## src/rtl/snpg_pkg.sv

```systemverilog
// Shared definitions for the snoop admission gate.
// Assumes one grant kind per grant pulse.
package snpg_pkg;
    typedef enum logic [2:0] {
        GK_OTHER     = 3'd0,
        GK_LOCK_RD   = 3'd1,
        GK_LOCK_WR   = 3'd2,
        GK_RFO_WT    = 3'd3,
        GK_RFO_ALLOC = 3'd4
    } grant_kind_e;

    localparam int NWIN    = 2;
    localparam int WIN_LCK = 0;
    localparam int WIN_RFO = 1;
endpackage

```

## src/rtl/snpg_window.sv

```systemverilog
// Tracks one blocking window between an opening and a closing grant event.
// open_q is high from the cycle after the opening grant through the closing
// grant cycle. Assumes open_ev and close_ev are never high together.
module snpg_window (
    input  logic clk,
    input  logic rst_n,
    input  logic open_ev,
    input  logic close_ev,
    output logic open_q
);
    // Window state: set on open, cleared on close, held otherwise.
    always_ff @(posedge clk) begin
        if (!rst_n)        open_q <= 1'b0;
        else if (open_ev)  open_q <= 1'b1;
        else if (close_ev) open_q <= 1'b0;
    end

    AST_WIN_CLOSES: assert property (@(posedge clk) disable iff (!rst_n)
        close_ev |=> !open_q);
    AST_WIN_OPENS: assert property (@(posedge clk) disable iff (!rst_n)
        open_ev |=> open_q);
endmodule

```

## src/rtl/snpg_line_tag.sv

```systemverilog
// Holds the locked address and compares a candidate snoop address with it
// at cache-line granularity. Offset bits below LINE_BYTES are ignored.
// Assumes LINE_BYTES is a power of two.
module snpg_line_tag #(
    parameter int AW         = 32,
    parameter int LINE_BYTES = 32
) (
    input  logic          clk,
    input  logic          rst_n,
    input  logic          capture,
    input  logic [AW-1:0] lock_addr,
    input  logic [AW-1:0] cand_addr,
    output logic [AW-1:0] lock_q,
    output logic          same_q,
    output logic          same_in
);
    localparam int OFFS = $clog2(LINE_BYTES);

    // Captures the locked address at the opening grant of a locked window.
    always_ff @(posedge clk) begin
        if (!rst_n)       lock_q <= '0;
        else if (capture) lock_q <= lock_addr;
    end

    // Line match against the stored address and against the live input.
    always_comb begin
        same_q  = ((cand_addr ^ lock_q)    >> OFFS) == '0;
        same_in = ((cand_addr ^ lock_addr) >> OFFS) == '0;
    end
endmodule

```

## src/rtl/snpg_space.sv

```systemverilog
// Enforces strobe spacing: after a strobe, waits for the snoop-cycle
// acknowledgement; a new strobe may go in the cycle after the ack.
// Assumes the ack never comes in the same cycle as its strobe.
module snpg_space (
    input  logic clk,
    input  logic rst_n,
    input  logic stb,
    input  logic ack,
    output logic wait_q
);
    // Wait flag: set by a strobe, cleared by the acknowledgement.
    always_ff @(posedge clk) begin
        if (!rst_n)   wait_q <= 1'b0;
        else if (stb) wait_q <= 1'b1;
        else if (ack) wait_q <= 1'b0;
    end

    AST_WAIT_AFTER_STB: assert property (@(posedge clk) disable iff (!rst_n)
        stb |=> wait_q);
endmodule

```

## src/rtl/snoop_admit_gate.sv

```systemverilog
// Snoop admission gate. Decides each cycle whether a snoop (held or fresh)
// may be strobed to the cache controller, given the locked and ownership
// windows, relaxed line matching and strobe spacing. A blocked snoop is
// parked in a one-entry holding register while snp_stall is high.
// Assumes the requester does not raise snp_req while snp_stall is high.
module snoop_admit_gate
    import snpg_pkg::*;
#(
    parameter int AW         = 32,
    parameter int LINE_BYTES = 32
) (
    input  logic          clk,
    input  logic          rst_n,
    input  logic          relax_en,
    input  logic          grant_vld,
    input  logic [2:0]    grant_kind,
    input  logic [AW-1:0] lock_addr,
    input  logic          snp_req,
    input  logic [AW-1:0] snp_addr,
    input  logic          snp_cyc_ack,
    output logic          snp_stb,
    output logic [AW-1:0] snp_stb_addr,
    output logic          snp_stall
);
    localparam int OFFS = $clog2(LINE_BYTES);

    logic [NWIN-1:0] open_ev, close_ev, win_q;
    logic            hold_vld;
    logic [AW-1:0]   hold_addr;
    logic            cand_vld;
    logic [AW-1:0]   cand_addr;
    logic [AW-1:0]   lock_q;
    logic            same_q, same_in;
    logic            lock_hit, rfo_hit, wait_q, admit;

    // Decodes grant pulses into open and close events per window.
    always_comb begin
        open_ev[WIN_LCK]  = grant_vld && (grant_kind == GK_LOCK_RD);
        close_ev[WIN_LCK] = grant_vld && (grant_kind == GK_LOCK_WR);
        open_ev[WIN_RFO]  = grant_vld && (grant_kind == GK_RFO_WT);
        close_ev[WIN_RFO] = grant_vld && (grant_kind == GK_RFO_ALLOC);
    end

    for (genvar w = 0; w < NWIN; w++) begin : g_win
        snpg_window u_win (
            .clk      (clk),
            .rst_n    (rst_n),
            .open_ev  (open_ev[w]),
            .close_ev (close_ev[w]),
            .open_q   (win_q[w])
        );
    end

    // Selects the candidate: a held snoop has priority over a fresh one.
    always_comb begin
        cand_vld  = hold_vld || snp_req;
        cand_addr = hold_vld ? hold_addr : snp_addr;
    end

    snpg_line_tag #(.AW(AW), .LINE_BYTES(LINE_BYTES)) u_line (
        .clk       (clk),
        .rst_n     (rst_n),
        .capture   (open_ev[WIN_LCK]),
        .lock_addr (lock_addr),
        .cand_addr (cand_addr),
        .lock_q    (lock_q),
        .same_q    (same_q),
        .same_in   (same_in)
    );

    snpg_space u_space (
        .clk    (clk),
        .rst_n  (rst_n),
        .stb    (snp_stb),
        .ack    (snp_cyc_ack),
        .wait_q (wait_q)
    );

    // Blocking terms; an opening grant does not block a snoop already held.
    always_comb begin
        lock_hit = (win_q[WIN_LCK] && (!relax_en || same_q)) ||
                   (!hold_vld && open_ev[WIN_LCK] && (!relax_en || same_in));
        rfo_hit  = win_q[WIN_RFO] || (!hold_vld && open_ev[WIN_RFO]);
        admit    = cand_vld && !lock_hit && !rfo_hit && !wait_q;
    end

    // Holding register: parks a blocked fresh request, frees on issue.
    always_ff @(posedge clk) begin
        if (!rst_n) begin
            hold_vld  <= 1'b0;
            hold_addr <= '0;
        end else if (hold_vld && admit) begin
            hold_vld  <= 1'b0;
        end else if (!hold_vld && snp_req && !admit) begin
            hold_vld  <= 1'b1;
            hold_addr <= snp_addr;
        end
    end

    // Drives the strobe and stall outputs.
    always_comb begin
        snp_stb      = admit;
        snp_stb_addr = cand_addr;
        snp_stall    = hold_vld;
    end

    AST_STRICT_LOCK: assert property (@(posedge clk) disable iff (!rst_n)
        (win_q[WIN_LCK] && !relax_en) |-> !snp_stb);
    AST_RFO_BLOCK: assert property (@(posedge clk) disable iff (!rst_n)
        win_q[WIN_RFO] |-> !snp_stb);
    AST_RELAX_LINE: assert property (@(posedge clk) disable iff (!rst_n)
        (snp_stb && win_q[WIN_LCK]) |-> (((snp_stb_addr ^ lock_q) >> OFFS) != '0));
    AST_STB_GAP: assert property (@(posedge clk) disable iff (!rst_n)
        snp_stb |=> !snp_stb);
    AST_HOLD_SET: assert property (@(posedge clk) disable iff (!rst_n)
        (snp_req && !snp_stall && !snp_stb) |=> snp_stall);
    AST_HOLD_ADDR: assert property (@(posedge clk) disable iff (!rst_n)
        (snp_stall && !snp_stb) |=> (snp_stall && $stable(snp_stb_addr)));
    AST_RESET_CLEAR: assert property (@(posedge clk)
        !rst_n |=> !snp_stall);
endmodule

```

## config.mk

```make
export PLATFORM = sky130hd
export DESIGN_NAME = snoop_admit_gate
export DESIGN_NICKNAME = d
export VERILOG_FILES = /design/src/rtl/snpg_pkg.sv /design/src/rtl/snpg_window.sv /design/src/rtl/snpg_line_tag.sv /design/src/rtl/snpg_space.sv /design/src/rtl/snoop_admit_gate.sv
export SDC_FILE = /design/constraint.sdc
export NUM_CORES = 1
export LEC_CHECK = 0
export BUFFER_PORTS_ARGS = -buffer_cell sky130_fd_sc_hd__buf_2
export CAP_MARGIN = 20
export CORE_MARGIN = 5
export CORE_UTILIZATION = 58
export CTS_BUF_LIST = sky130_fd_sc_hd__clkbuf_16
export DETAILED_ROUTE_END_ITERATION = 7
export PLACE_DENSITY = 0.87
export SETUP_SLACK_MARGIN = 0.02
export SLEW_MARGIN = 20
export SYNTH_ARGS = -nofsm -noshare
export SYNTH_HDL_FRONTEND = slang
export SYNTH_SLANG_ARGS = --single-unit
```

## constraint.sdc

```tcl
create_clock -name clk -period 6.4 [get_ports clk]
set_clock_uncertainty 0.05 [all_clocks]
set_input_delay 0.64 -clock clk [delete_from_list [all_inputs] [get_ports clk]]
set_output_delay 0.64 -clock clk [all_outputs]
set_load 0.005 [all_outputs]
```

# After elaboration in Yosys (flattened, before gate mapping)
# Index checks and enable logic that the tools add are counted.
[classes]
eq_ne = 4
muxes = 7
n_bitwise = 4
reduce_logical = 32
[op_table]
columns = ["operator", "count"]
rows = [
  ["32-bit logical NOT", 2],
  ["32-bit bitwise XOR", 2],
  ["32-bit 2-to-1 mux", 1],
  ["1-bit logical AND", 14],
  ["3-bit by 2-bit equality test with 1-bit output (second input constant)", 2],
  ["1-bit logical NOT", 6],
  ["1-bit 2-to-1 mux", 6],
  ["2-bit nonzero test", 3],
  ["1-bit logical OR", 5],
  ["3-bit by 1-bit equality test with 1-bit output (second input constant)", 1],
  ["3-bit equality test (second input constant)", 1],
  ["1-bit inverter", 2],
  ["2-bit AND reduction", 1],
  ["2-bit OR reduction", 1],
]
[totals]
register_bits = 68
output_inout_bits = 34
elab_cells = 53

# Depth between registers and ports, before layout
[logic_depth]
depth_word = 13
mapped_depth = 11
mapped_depth_nobuf = 7

# Hierarchy
# Synthesis repeated with hierarchy kept, for this count alone.
[unflattened]
hier_cells = 374
hier_area_um2 = 3716.1
[modules_own_cells]
columns = ["module", "n_inst", "cells_each", "area_per_inst_um2", "seq_area_each_um2"]
rows = [
  ["snoop_admit_gate", 1, 190, 1804.2, 660.6],
  ["snpg_line_tag", 1, 175, 1788.0, 640.6],
  ["snpg_window", 2, 3, 41.3, 20.0],
  ["snpg_space", 1, 3, 41.3, 20.0],
]

# Worst setup path before layout
# No wires, ideal clock.
[synth_path]
path_type = "register to output"
startpoint = "reg hold_vld, in the netlist snp_stall"
endpoint = "out snp_stb"
arrival_time_ns = 2.107
required_ns = 5.710
slack_ns = 3.603
path_stages_with_launch = 10
cell_sequence = "dfxtp_1 -> buf_4 -> buf_4 -> buf_4 -> mux2_2 -> xor2_1 -> nor4_1 -> and3_1 -> a21oi_2 -> nor2b_1"
[synth_via]
elab_chain_len = 10
[synth_lines]
columns = ["element", "line_no", "source"]
rows = [
  ["start: declaration", "snoop_admit_gate.sv:28", "logic hold_vld;"],
  ["start signal: assignment", "snoop_admit_gate.sv:90", "hold_vld <= 1'b0;"],
  ["start signal: assignment", "snoop_admit_gate.sv:93", "hold_vld <= 1'b0;"],
  ["start signal: assignment", "snoop_admit_gate.sv:95", "hold_vld <= 1'b1;"],
  ["32-bit 2-to-1 mux *", "snoop_admit_gate.sv:57", "cand_addr = hold_vld ? hold_addr : snp_addr;"],
  ["net snp_stb_addr[27]", "snoop_admit_gate.sv:22", "output logic [AW-1:0] snp_stb_addr,"],
  ["32-bit bitwise XOR (on tied branches)", "snpg_line_tag.sv:27, snpg_line_tag.sv:28", ""],
  ["32-bit logical NOT (on tied branches)", "snpg_line_tag.sv:27, snpg_line_tag.sv:28", ""],
  ["1-bit logical OR (on tied branches)", "snoop_admit_gate.sv:81, snoop_admit_gate.sv:82", ""],
  ["1-bit logical AND (on tied branches)", "snoop_admit_gate.sv:81, snoop_admit_gate.sv:82", ""],
  ["1-bit logical OR *", "snoop_admit_gate.sv:81", "lock_hit = (win_q[WIN_LCK] && (!relax_en || same_q)) ||"],
  ["1-bit logical NOT *", "snoop_admit_gate.sv:84", "admit = cand_vld && !lock_hit && !rfo_hit && !wait_q;"],
  ["1-bit logical AND * (3 in series)", "snoop_admit_gate.sv:84", ""],
  ["end: declaration", "snoop_admit_gate.sv:21", "output logic snp_stb,"],
]
# The timed path passes the listed nets; every way through them passes the cells marked *.

# Worst setup path in the final report
[layout_path]
startpoint = "reg hold_vld, in the netlist snp_stall"
endpoint = "out snp_stb"
[layout_via]
elab_chain_len = 10
[layout_lines]
columns = ["element", "line_no"]
rows = [
  ["32-bit 2-to-1 mux", "snoop_admit_gate.sv:57"],
  ["32-bit bitwise XOR (on tied branches)", "snpg_line_tag.sv:27, snpg_line_tag.sv:28"],
  ["32-bit logical NOT (on tied branches)", "snpg_line_tag.sv:27, snpg_line_tag.sv:28"],
  ["1-bit logical OR (on tied branches)", "snoop_admit_gate.sv:81, snoop_admit_gate.sv:82"],
  ["1-bit logical AND (on tied branches)", "snoop_admit_gate.sv:81, snoop_admit_gate.sv:82"],
  ["1-bit logical OR", "snoop_admit_gate.sv:81"],
  ["1-bit logical NOT", "snoop_admit_gate.sv:84"],
  ["1-bit logical AND", "snoop_admit_gate.sv:84"],
  ["1-bit logical AND * (2 in series)", "snoop_admit_gate.sv:84"],
]
# Every way passes the cells marked *; elsewhere a longest branch is shown, timed or not.

==> results.toml <==
[status]
status = "completed"

[worst_setup_path]
cp_max_fo = 37
critPathMaxStageDelay_ps = 760
cp_cell_sequence = "mux2i_1, xor2_1, nand4_1, nor4_4, buf_4, and2_1, nor2b_1, buf_2"
cp_num_buf_inv = 2
rr_worst_depth = 9
end_kind = "primary output"
worst_path_max_delay_cell = "dfxtp_4"
r2r_end = "hold_addr[19]"
r2r_slack_ps = 3000
crit_arrival_ps = 3130
required_ps = 5710
critPathLaunchType = "register"
reg2reg_from = "snp_stall"
criticalPathCategory = "reg2out"
cp_top_family = "simple AND/OR/NAND/NOR gates"

[clock_network]
htree_levels = 3
clock-root-buffer = "clkbuf_16"
cts_hold_buf = 0
cts.sinks = 63
numCtsBuffers = 9
postCtsResizedCells = 0
post_cts_buffers = 0
clk_pin_slew_worst_paths_ps = 50
tritoncts = "done"
clk_latency_ps = 330
clk_path_buf_depth = 2

[global_route]
grt_max_degree = 127
grt_use_total_pct = 26.0
grt_pass1_vias = 3942
grt_antenna_before_repair = 0
grt_pass1_wl_mm = 18.7
grt_overflow = 0

[sta]
worst_pin_slew_ps = 897
slew_viol_final = 0
rsz0062_at_grt = "false"
setup_viol = 0
post-route-period-util_pct = 59.7
finalHoldViolCount = 0
min_period_ps = 3820
max_slew_margin_pct = 40.2
fin_setup_tns_ps = 0
max_freq_mhz = 262

[yosys]
synth_warnings = 0
syn-instance-count = 542
synth_area_leader_cell = "dfxtp_1"
synth_area_leaders = "dfxtp_1 30%, nand2_1 11%, xor2_1 8.9%"
syn_nets = 615
yosysUniqueCellTypes = 36
synth_area_um2 = 4240
yosysSeqAreaShare_pct = 29.8
ys_seq_elements = 63
synth_top_area_share_pct = 29.8
synth_area_per_cell_um2 = 7.82

[drt]
first_pass_iters = 5
wire_per_inst_um = 16.5
detail-route-antenna-nets = 0
vias_per_cell = 5.94
vias = 4240
wirelength_mm = 11.8
drc = 0
drtIter0Drc = 353

[die]
dieWidth_um = 95.5
die_area_um2 = 9120
start_util_pct = 59.1
chipHeight_um = 95.5
ioPinCount = 107
rows = 31
fp.coreArea_um2 = 7180

[final_layout]
finalCoreUtilization_pct = 69.4
antenna_cells = 0
nets = 683
final_cell_mix = "119 x nand2_1, 100 x buf_2, 62 x dfxtp_1, 43 x xor2_1, 41 x nand4_1"
final_common_cell = "nand2_1"
areaGrowthSynthToFinish_pct = 17.6
fillCellCount = 596
layout-drive-gt1-share_pct = 21.5

[place]
place_hpwl_mm = 7.81
place.port_buffers = 101
gp_congestion = 0.832

[power_and_ir_drop]
ir_drop_v = 0.000177
power.density_nw_per_um2 = 227
p_leak_nw = 2.05

[worst_hold_path]
hp-class = "reg2reg"
worst_hold_startpoint = "u_line.lock_q[20]"
min_path_cells = 2
hold_end = "u_line.lock_q[20]"

[run]
maxCapViolations = 0
cell families after synthesis:
kind of cell	after synthesis	share of synthesized area (%)
AO/OA/AOI/OAI	102	16.8
XOR/XNOR	54	11.2
buffers and inverters	78	7.68
flip-flops	63	29.8
multiplexers	33	8.06
AND/OR/NAND/NOR	212	26.5
cell type report:
class | instances | area (um^2) | area share, %
multi-input cells | 401 | 2670 | 53.6
flip-flops and latches | 63 | 1260 | 25.4
repair buffers | 108 | 564 | 11.3
clock buffers | 9 | 225 | 4.52
well taps | 99 | 124 | 2.49
inverters | 27 | 101 | 2.03
clock inverters | 7 | 30.0 | 0.603
metal layers:
| layer | share of wire, % | global-route usage [%] |
|---|---|---|
| met1 | 42 | 33.6 |
| met2 | 49 | 42.4 |
| met3 | 6.5 | 4.81 |
| met4 | 2.0 | 11.1 |
| met5 | 0 | 0 |
report_power, final:
| group | total [W] | switching (W) | internal, W |
|---|---|---|---|
| clock network | 0.000424 | 0.000170 | 0.000254 |
| logic | 0.000261 | 0.000150 | 0.000111 |
| registers | 0.000445 | 0.0000244 | 0.000421 |
worst max path at each step:
stage	depth (start not counted)	end	from	slack, ps
after floorplan	9	snp_stb	snp_stall	3600
after global placement	8	snp_stb	snp_stall	2640
after detailed placement	8	snp_stb	snp_stall	2610
after CTS	8	snp_stb	snp_stall	2250
after global routing	8	snp_stb	snp_stall	2430
final	8	snp_stb	snp_stall	2580
tightest hold or removal path, delay by kind of cell, from the launching register on:
family          cells  cell delay [ps]
compound gates      1               60
simple gates        1               50
flops               1              310
cells in the mapped netlist, drive strengths merged:
cell / count
nor4: 5
mux2: 6
nand4: 41
a2111o: 1
nand4b: 31
nand2: 119
nand2b: 1
mux2i: 27
nor2: 2
buf: 12
o21ai: 6
and3: 2
nand4bb: 1
nand3: 1
and3b: 1
xor2: 43
a21boi: 28
xnor2: 11
dfxtp: 63
nor3: 2
o2111ai: 31
and2: 2
inv: 27
nor2b: 4
o211ai: 1
clkbuf: 39
o21a: 1
a21oi: 34
registers in the layout, summed over array words and instances, names as in the netlist:
| signal | cells |
|---|---|
| hold_addr | 32 |
| u_space.wait_q | 1 |
| g_win.u_win.open_q | 2 |
| snp_stall | 1 |
| u_line.lock_q | 27 |
metrics by stage:
stage	hold WS (ps)	total power, W	instances	worst slack (ps)	area [um^2]
final	426	0.00113	714	2580	4980
after global routing	449	0.00118	714	2430	4980
after CTS	430	0.00113	714	2250	4980
after detailed placement	423	0.000711	698	2610	4720
after global placement	415	0.000701	698	2640	4720
after floorplan	405	0.000618	542	3600	4240
No activity file was read; power rests on OpenSTA's default activity.
